### config.mk
export PLATFORM = sky130hd
export DESIGN_NAME = udiv_tick_gen
export DESIGN_NICKNAME = d
export VERILOG_FILES = /design/src/rtl/udiv_pkg.sv /design/src/rtl/udiv_latch.sv /design/src/rtl/udiv_counter.sv /design/src/rtl/udiv_settle.sv /design/src/rtl/udiv_tick_gen.sv
export SDC_FILE = /design/constraint.sdc
export NUM_CORES = 1
export LEC_CHECK = 0
export ABC_AREA = 1
export BUFFER_PORTS_ARGS = -buffer_cell sky130_fd_sc_hd__buf_2
export CORE_ASPECT_RATIO = 0.8
export CORE_MARGIN = 4
export CORE_UTILIZATION = 55
export DETAILED_ROUTE_END_ITERATION = 6
export PLACE_DENSITY = 0.72
export SYNTH_ARGS = -nofsm -noshare
export SYNTH_HDL_FRONTEND = slang
export SYNTH_SLANG_ARGS = --single-unit
### constraint.sdc
create_clock -name clk -period 2.1 [get_ports clk]
set_clock_uncertainty 0.2 [all_clocks]
set_input_delay 0.21 -clock clk [delete_from_list [all_inputs] [get_ports clk]]
set_output_delay 0.21 -clock clk [all_outputs]
set_load 0.01 [all_outputs]
### src/rtl/udiv_pkg.sv
package udiv_pkg;

  // Action taken by the tick down-counter on each clock.
  typedef enum logic [1:0] {
    ACT_RELOAD_WR = 2'd0,  // a divisor byte was written: load the new divisor
    ACT_HALT      = 2'd1,  // divisor is zero: park the counter
    ACT_FIRE      = 2'd2,  // counter reached one: emit tick and reload
    ACT_COUNT     = 2'd3   // plain decrement
  } cnt_act_e;

  // Width needed to hold the values 0..n.
  function automatic int settle_width(input int n);
    return (n < 1) ? 1 : $clog2(n + 1);
  endfunction

endpackage

### src/rtl/udiv_latch.sv
module udiv_latch #(
  parameter int BYTE_W    = 8,
  parameter int NUM_BYTES = 2,
  parameter int SEL_W     = 1,
  parameter int DIV_W     = BYTE_W * NUM_BYTES
) (
  input  logic              clk,
  input  logic              rst_n,
  input  logic              access,
  input  logic              wr_en,
  input  logic [SEL_W-1:0]  sel,
  input  logic [BYTE_W-1:0] wdata,
  output logic [BYTE_W-1:0] rdata,
  output logic [DIV_W-1:0]  divisor,
  output logic [DIV_W-1:0]  div_next,
  output logic              wr_any,
  output logic              wr_low
);

  logic [NUM_BYTES-1:0][BYTE_W-1:0] bytes_q;
  logic [NUM_BYTES-1:0][BYTE_W-1:0] bytes_d;
  logic [NUM_BYTES-1:0]             hit;

  for (genvar g = 0; g < NUM_BYTES; g++) begin : g_byte
    assign hit[g]     = access && wr_en && (sel == SEL_W'(g));
    assign bytes_d[g] = hit[g] ? wdata : bytes_q[g];

    always_ff @(posedge clk) begin
      if (!rst_n)      bytes_q[g] <= '0;
      else if (hit[g]) bytes_q[g] <= wdata;
    end
  end

  assign divisor  = bytes_q;
  assign div_next = bytes_d;
  assign wr_any   = |hit;
  assign wr_low   = hit[0];
  assign rdata    = access ? bytes_q[sel] : '0;

  // A write attempted while access is off leaves the divisor alone.
  AST_LOCKED_WRITE: assert property (@(posedge clk) disable iff (!rst_n)
    (!access && wr_en) |=> $stable(divisor));

endmodule

### src/rtl/udiv_counter.sv
module udiv_counter #(
  parameter int DIV_W = 16
) (
  input  logic             clk,
  input  logic             rst_n,
  input  logic [DIV_W-1:0] divisor,
  input  logic [DIV_W-1:0] div_next,
  input  logic             wr_any,
  output logic             tick
);
  import udiv_pkg::*;

  logic [DIV_W-1:0] cnt_q;
  cnt_act_e         act;

  function automatic cnt_act_e pick_action(input logic wr, input logic zero,
                                           input logic at_one);
    if (wr)          return ACT_RELOAD_WR;
    else if (zero)   return ACT_HALT;
    else if (at_one) return ACT_FIRE;
    else             return ACT_COUNT;
  endfunction

  assign act = pick_action(wr_any, divisor == '0, cnt_q <= DIV_W'(1));

  always_ff @(posedge clk) begin
    if (!rst_n) begin
      cnt_q <= '0;
      tick  <= 1'b0;
    end else begin
      case (act)
        ACT_RELOAD_WR: begin cnt_q <= div_next;         tick <= 1'b0; end
        ACT_HALT:      begin cnt_q <= '0;               tick <= 1'b0; end
        ACT_FIRE:      begin cnt_q <= divisor;          tick <= 1'b1; end
        default:       begin cnt_q <= cnt_q - DIV_W'(1); tick <= 1'b0; end
      endcase
    end
  end

  AST_ZERO_SILENT: assert property (@(posedge clk) disable iff (!rst_n)
    (divisor == '0) |=> !tick);
  AST_TICK_ONE_WIDE: assert property (@(posedge clk) disable iff (!rst_n)
    (tick && divisor > DIV_W'(1)) |=> !tick);
  AST_WRITE_RESTART: assert property (@(posedge clk) disable iff (!rst_n)
    wr_any |=> !tick);

endmodule

### src/rtl/udiv_settle.sv
module udiv_settle #(
  parameter int SETTLE_CYCLES = 8,
  parameter int DIV_W         = 16
) (
  input  logic             clk,
  input  logic             rst_n,
  input  logic             wr_low,
  input  logic [DIV_W-1:0] divisor,
  output logic             ready
);
  localparam int CW = udiv_pkg::settle_width(SETTLE_CYCLES);

  logic [CW-1:0] wait_q;

  always_ff @(posedge clk) begin
    if (!rst_n)            wait_q <= '0;
    else if (wr_low)       wait_q <= CW'(SETTLE_CYCLES);
    else if (wait_q != '0) wait_q <= wait_q - CW'(1);
  end

  assign ready = (wait_q == '0) && (divisor != '0);

  AST_SETTLE_HOLD: assert property (@(posedge clk) disable iff (!rst_n)
    wr_low |=> !ready);

endmodule

### src/rtl/udiv_tick_gen.sv
module udiv_tick_gen #(
  parameter int BYTE_W        = 8,
  parameter int NUM_BYTES     = 2,
  parameter int SETTLE_CYCLES = 8,
  localparam int SEL_W        = (NUM_BYTES > 1) ? $clog2(NUM_BYTES) : 1,
  localparam int DIV_W        = BYTE_W * NUM_BYTES
) (
  input  logic              clk,
  input  logic              rst_n,
  input  logic              div_access,
  input  logic              wr_en,
  input  logic [SEL_W-1:0]  sel,
  input  logic [BYTE_W-1:0] wdata,
  output logic [BYTE_W-1:0] rdata,
  output logic              tick,
  output logic              ready
);

  logic [DIV_W-1:0] divisor;
  logic [DIV_W-1:0] div_next;
  logic             wr_any;
  logic             wr_low;

  udiv_latch #(
    .BYTE_W(BYTE_W), .NUM_BYTES(NUM_BYTES), .SEL_W(SEL_W), .DIV_W(DIV_W)
  ) u_latch (
    .clk(clk), .rst_n(rst_n), .access(div_access), .wr_en(wr_en),
    .sel(sel), .wdata(wdata), .rdata(rdata), .divisor(divisor),
    .div_next(div_next), .wr_any(wr_any), .wr_low(wr_low)
  );

  udiv_counter #(.DIV_W(DIV_W)) u_counter (
    .clk(clk), .rst_n(rst_n), .divisor(divisor), .div_next(div_next),
    .wr_any(wr_any), .tick(tick)
  );

  udiv_settle #(.SETTLE_CYCLES(SETTLE_CYCLES), .DIV_W(DIV_W)) u_settle (
    .clk(clk), .rst_n(rst_n), .wr_low(wr_low), .divisor(divisor),
    .ready(ready)
  );

  AST_HIGH_KEEPS_READY: assert property (@(posedge clk) disable iff (!rst_n)
    (ready && wr_any && !wr_low && div_next != '0) |=> ready);

endmodule

==> impl_metrics.csv <==
group,metric,value,unit
detailed_routing,initialDrtViolationCount,148,
timing,slew_violations,0,
setup_path,critPathBufInv,4,
synth,syn_area,2140,um2
die,core-area,3590,um2
setup_path,reg2reg_from,"u_counter.cnt_q[0]$_SDFF_PN0_",
power_and_ir_drop,p_comb_frac,0.447,
setup_path,slowest_delay,0.33,ns
setup_path,crit_path_start,"u_settle.wait_q[0]$_SDFFE_PP0P_",
clocking,clockBufferDepth,2,
global_routing,use_met2,0.313,
timing,final_hold_viol_count,0,
run,max_cap_viol_count,0,
synth,ys_types,31,
global_routing,grt_pass1_vias,1848,
global_routing,top_usage_layer,"met2",
detailed_routing,wl_per_cell,11.9,um
power_and_ir_drop,p_int,1490,uW
power_and_ir_drop,p_seq_frac,0.366,
detailed_routing,dr.pass1.iters,4,
clocking,clk_latency,0.29,ns
detailed_routing,vias_per_cell,4.96,
timing,finalCritPeriodShare,0.914,
setup_path,critPathCaptureType,"primary output",
place,dp_hpwl,3730,um
power_and_ir_drop,power.switching,1100,uW
synth,syn_nets,355,
power_and_ir_drop,irDropWorstVdd,791,uV
global_routing,use_met1,0.296,
min_path,hold_path_class,"input port to flop",
setup_path,worstPathCellList,"inv_1 > ha_1 > inv_1 > nor3_2 > inv_1 > a21oi_1 > buf_2",
timing,relSlewSlack,0.558,
power_and_ir_drop,p_leak,0.00123,uW
setup_path,cp_slowest_cell,"dfxtp_1",
setup_path,critPathRequiredTime,1.69,ns
layout,syn2layout_area_growth,10.9,%
setup_path,critPathMaxFanout,4,
timing,rsz0062_at_grt,"false",
detailed_routing,finalWirelength,4920,um
die,ios,23,
place,gp_congestion,0.821,
detailed_routing,ant_nets,0,
layout,fillers,337,
synth,synth_top_area_frac,0.347,
setup_path,path_delay_family,"buffers and inverters",
clocking,clock-sinks,37,
clocking,htreeDepth,2,
min_path,hp-start,"wdata[1]",
synth,synthCells,338,
layout,diodes,0,
clocking,cts_tree,"yes",
timing,setup_slack,0.181,ns
outcome,status,"completed",
power_and_ir_drop,power_frac_clock,0.187,
die,num_rows,19,
layout,final_nets,378,
clocking,clk_pin_slew,0.07,ns
layout,drive_gt1_frac,0.119,
synth,syn_area_per_cell,6.32,um2
setup_path,crit_top_cell,"inv_1",
synth,synthTopCellsByArea,"dfxtp_1, nand2_1, nor2_1, inv_1, a21oi_1",
synth,ys_ff_latch,37,
detailed_routing,drc_errors,0,
global_routing,globalRouteMet3Util,0.0562,
global_routing,antenna_found_initial,0,
synth,synth_area_leader_cell,"dfxtp_1",
setup_path,cp-start-kind,"flop",
die,start_util,0.595,
clocking,numCtsBuffers,5,
place,dp.cells,405,
timing,whs,0.0114,ns
setup_path,path_class,"flop to primary output",
synth,ys_seq_area_frac,0.347,
global_routing,grt_use_total,0.212,
power_and_ir_drop,swShare,0.425,
setup_path,critPathArrivalTime,1.51,ns
die,die_area,4950,um2
power_and_ir_drop,powerDensity,1090,nW/um2
timing,fin_crit,1.92,ns
timing,setup_viol,0,
place,numPortBuffers,22,
detailed_routing,routed-via-count,2052,
timing,fmax,521,MHz
global_routing,gr-total-overflow,0,
synth,ys.warnings.count,0,
place,dp_slack,0.0763,ns
timing,tns,0,ns
timing,worst_pin_slew,0.663,ns
clocking,cts-root-buf,"clkbuf_8",
global_routing,grt_pass1_wl,8340,um
die,chipWidth,77.7,um
global_routing,grt_max_degree,23,
layout,instances_no_fill,414,
die,fp.dieH,63.8,um
==> layout by cell type (no fill, tap or decap), types with 4 or more instances in the layout <==
cell type  instances
nand2_1           92
nor2_1            77
inv_1             42
dfxtp_1           37
buf_2             22
a21oi_1           14
o21ai_0           13
nand3b_1           5
o21ai_1            5
clkbuf_8           5
nand3_1            4
mux2i_1            4
xor2_1             4
o21a_1             4
ha_1               4
==> sequential cells by signal (all words and copies together) (netlist names) <==
name	flops
u_counter.cnt_q	16
u_counter.tick	1
u_latch.divisor	16
u_settle.wait_q	4
==> routing by layer <==
metal / wire [um] / part of all wire
met5: 0 / 0
met4: 75 / 0.015
met3: 382 / 0.078
met2: 2080 / 0.42
met1: 2390 / 0.49
==> area by class of cell <==
class	count	area (um2)	share of cell area
Tap cell	52	65.1	0.0274
Inverter	42	158	0.0665
Clock inverter	2	10.0	0.00422
Sequential cell	37	741	0.312
Timing Repair Buffer	25	135	0.0570
Multi-Input combinational cell	250	1190	0.502
Clock buffer	6	72.6	0.0306
==> power by group through the flow <==
| stage | sequential [uW] | combinational [uW] | clock, uW |
|---|---|---|---|
| floorplan | 926 | 913 | 0 |
| finish | 949 | 1160 | 486 |
| global route | 962 | 1350 | 533 |
| global placement | 954 | 1130 | 0 |
| detailed placement | 954 | 1140 | 0 |
| CTS | 939 | 1140 | 500 |
==> cells in the mapped netlist (all sizes together) <==
library cell	n
a211oi	1
clkbuf	4
dfxtp	37
o211ai	2
or2	3
o21ai	19
xnor2	2
nand3	5
ha	4
o21a	4
nand4	3
mux2i	4
inv	42
nand2	96
nor2	80
nor3	4
xor2	4
buf	5
a21oi	14
nand3b	5
==> metrics by stage <==
stage | cell area [um2] | total power, uW | util
2_1_floorplan | 2140 | 1840 | -
3_3_place_gp | 2270 | 2080 | 0.631
3_5_place_dp | 2270 | 2090 | 0.631
4_1_cts | 2360 | 2580 | 0.657
5_1_grt | 2370 | 2840 | 0.661
6_report | 2370 | 2590 | 0.661
==> worst paths after layout <==
check                                         end  slack (ns)  cells after the start
setup reg to reg    u_counter.cnt_q[3]$_SDFF_PN0_        0.23                     11
hold / removal      u_latch.divisor[1]$_SDFF_PN0_        0.01                      3
hold reg to reg   u_settle.wait_q[0]$_SDFFE_PP0P_        0.30                      2
setup / recovery                            ready        0.18                      7
==> cell families (layout without fill, tap and decap cells) <==
kind of cell	count (synthesis)	in the layout	synth area share
simple gates	196	196	0.381
buf+inv	51	75	0.102
compound gates	40	40	0.104
flops	37	37	0.347
xor+xnor	6	6	0.0246
fa+ha+maj	4	4	0.0234
mux	4	4	0.0187
==> worst register-to-register path: stages (launching register included) <==
cell,delay (ns)
dfxtp_1,0.32
inv_1,0.12
ha_1,0.25
inv_1,0.08
nand2_1,0.06
nand2_1,0.04
nor2_1,0.11
nand2_2,0.11
nand3_4,0.24
nand2_1,0.08
nor2_1,0.12
nor2_1,0.05
==> repair_timing <==
item | in CTS | in global routing
hold buffers | 1 | 0
endpoints found under the setup margin | 0 | 17
buffers inserted | 0 | 0
gates resized for setup | 0 | 2
endpoints found under the hold margin | 1 | 0
Note: power is estimated with default switching activity, not from simulation.
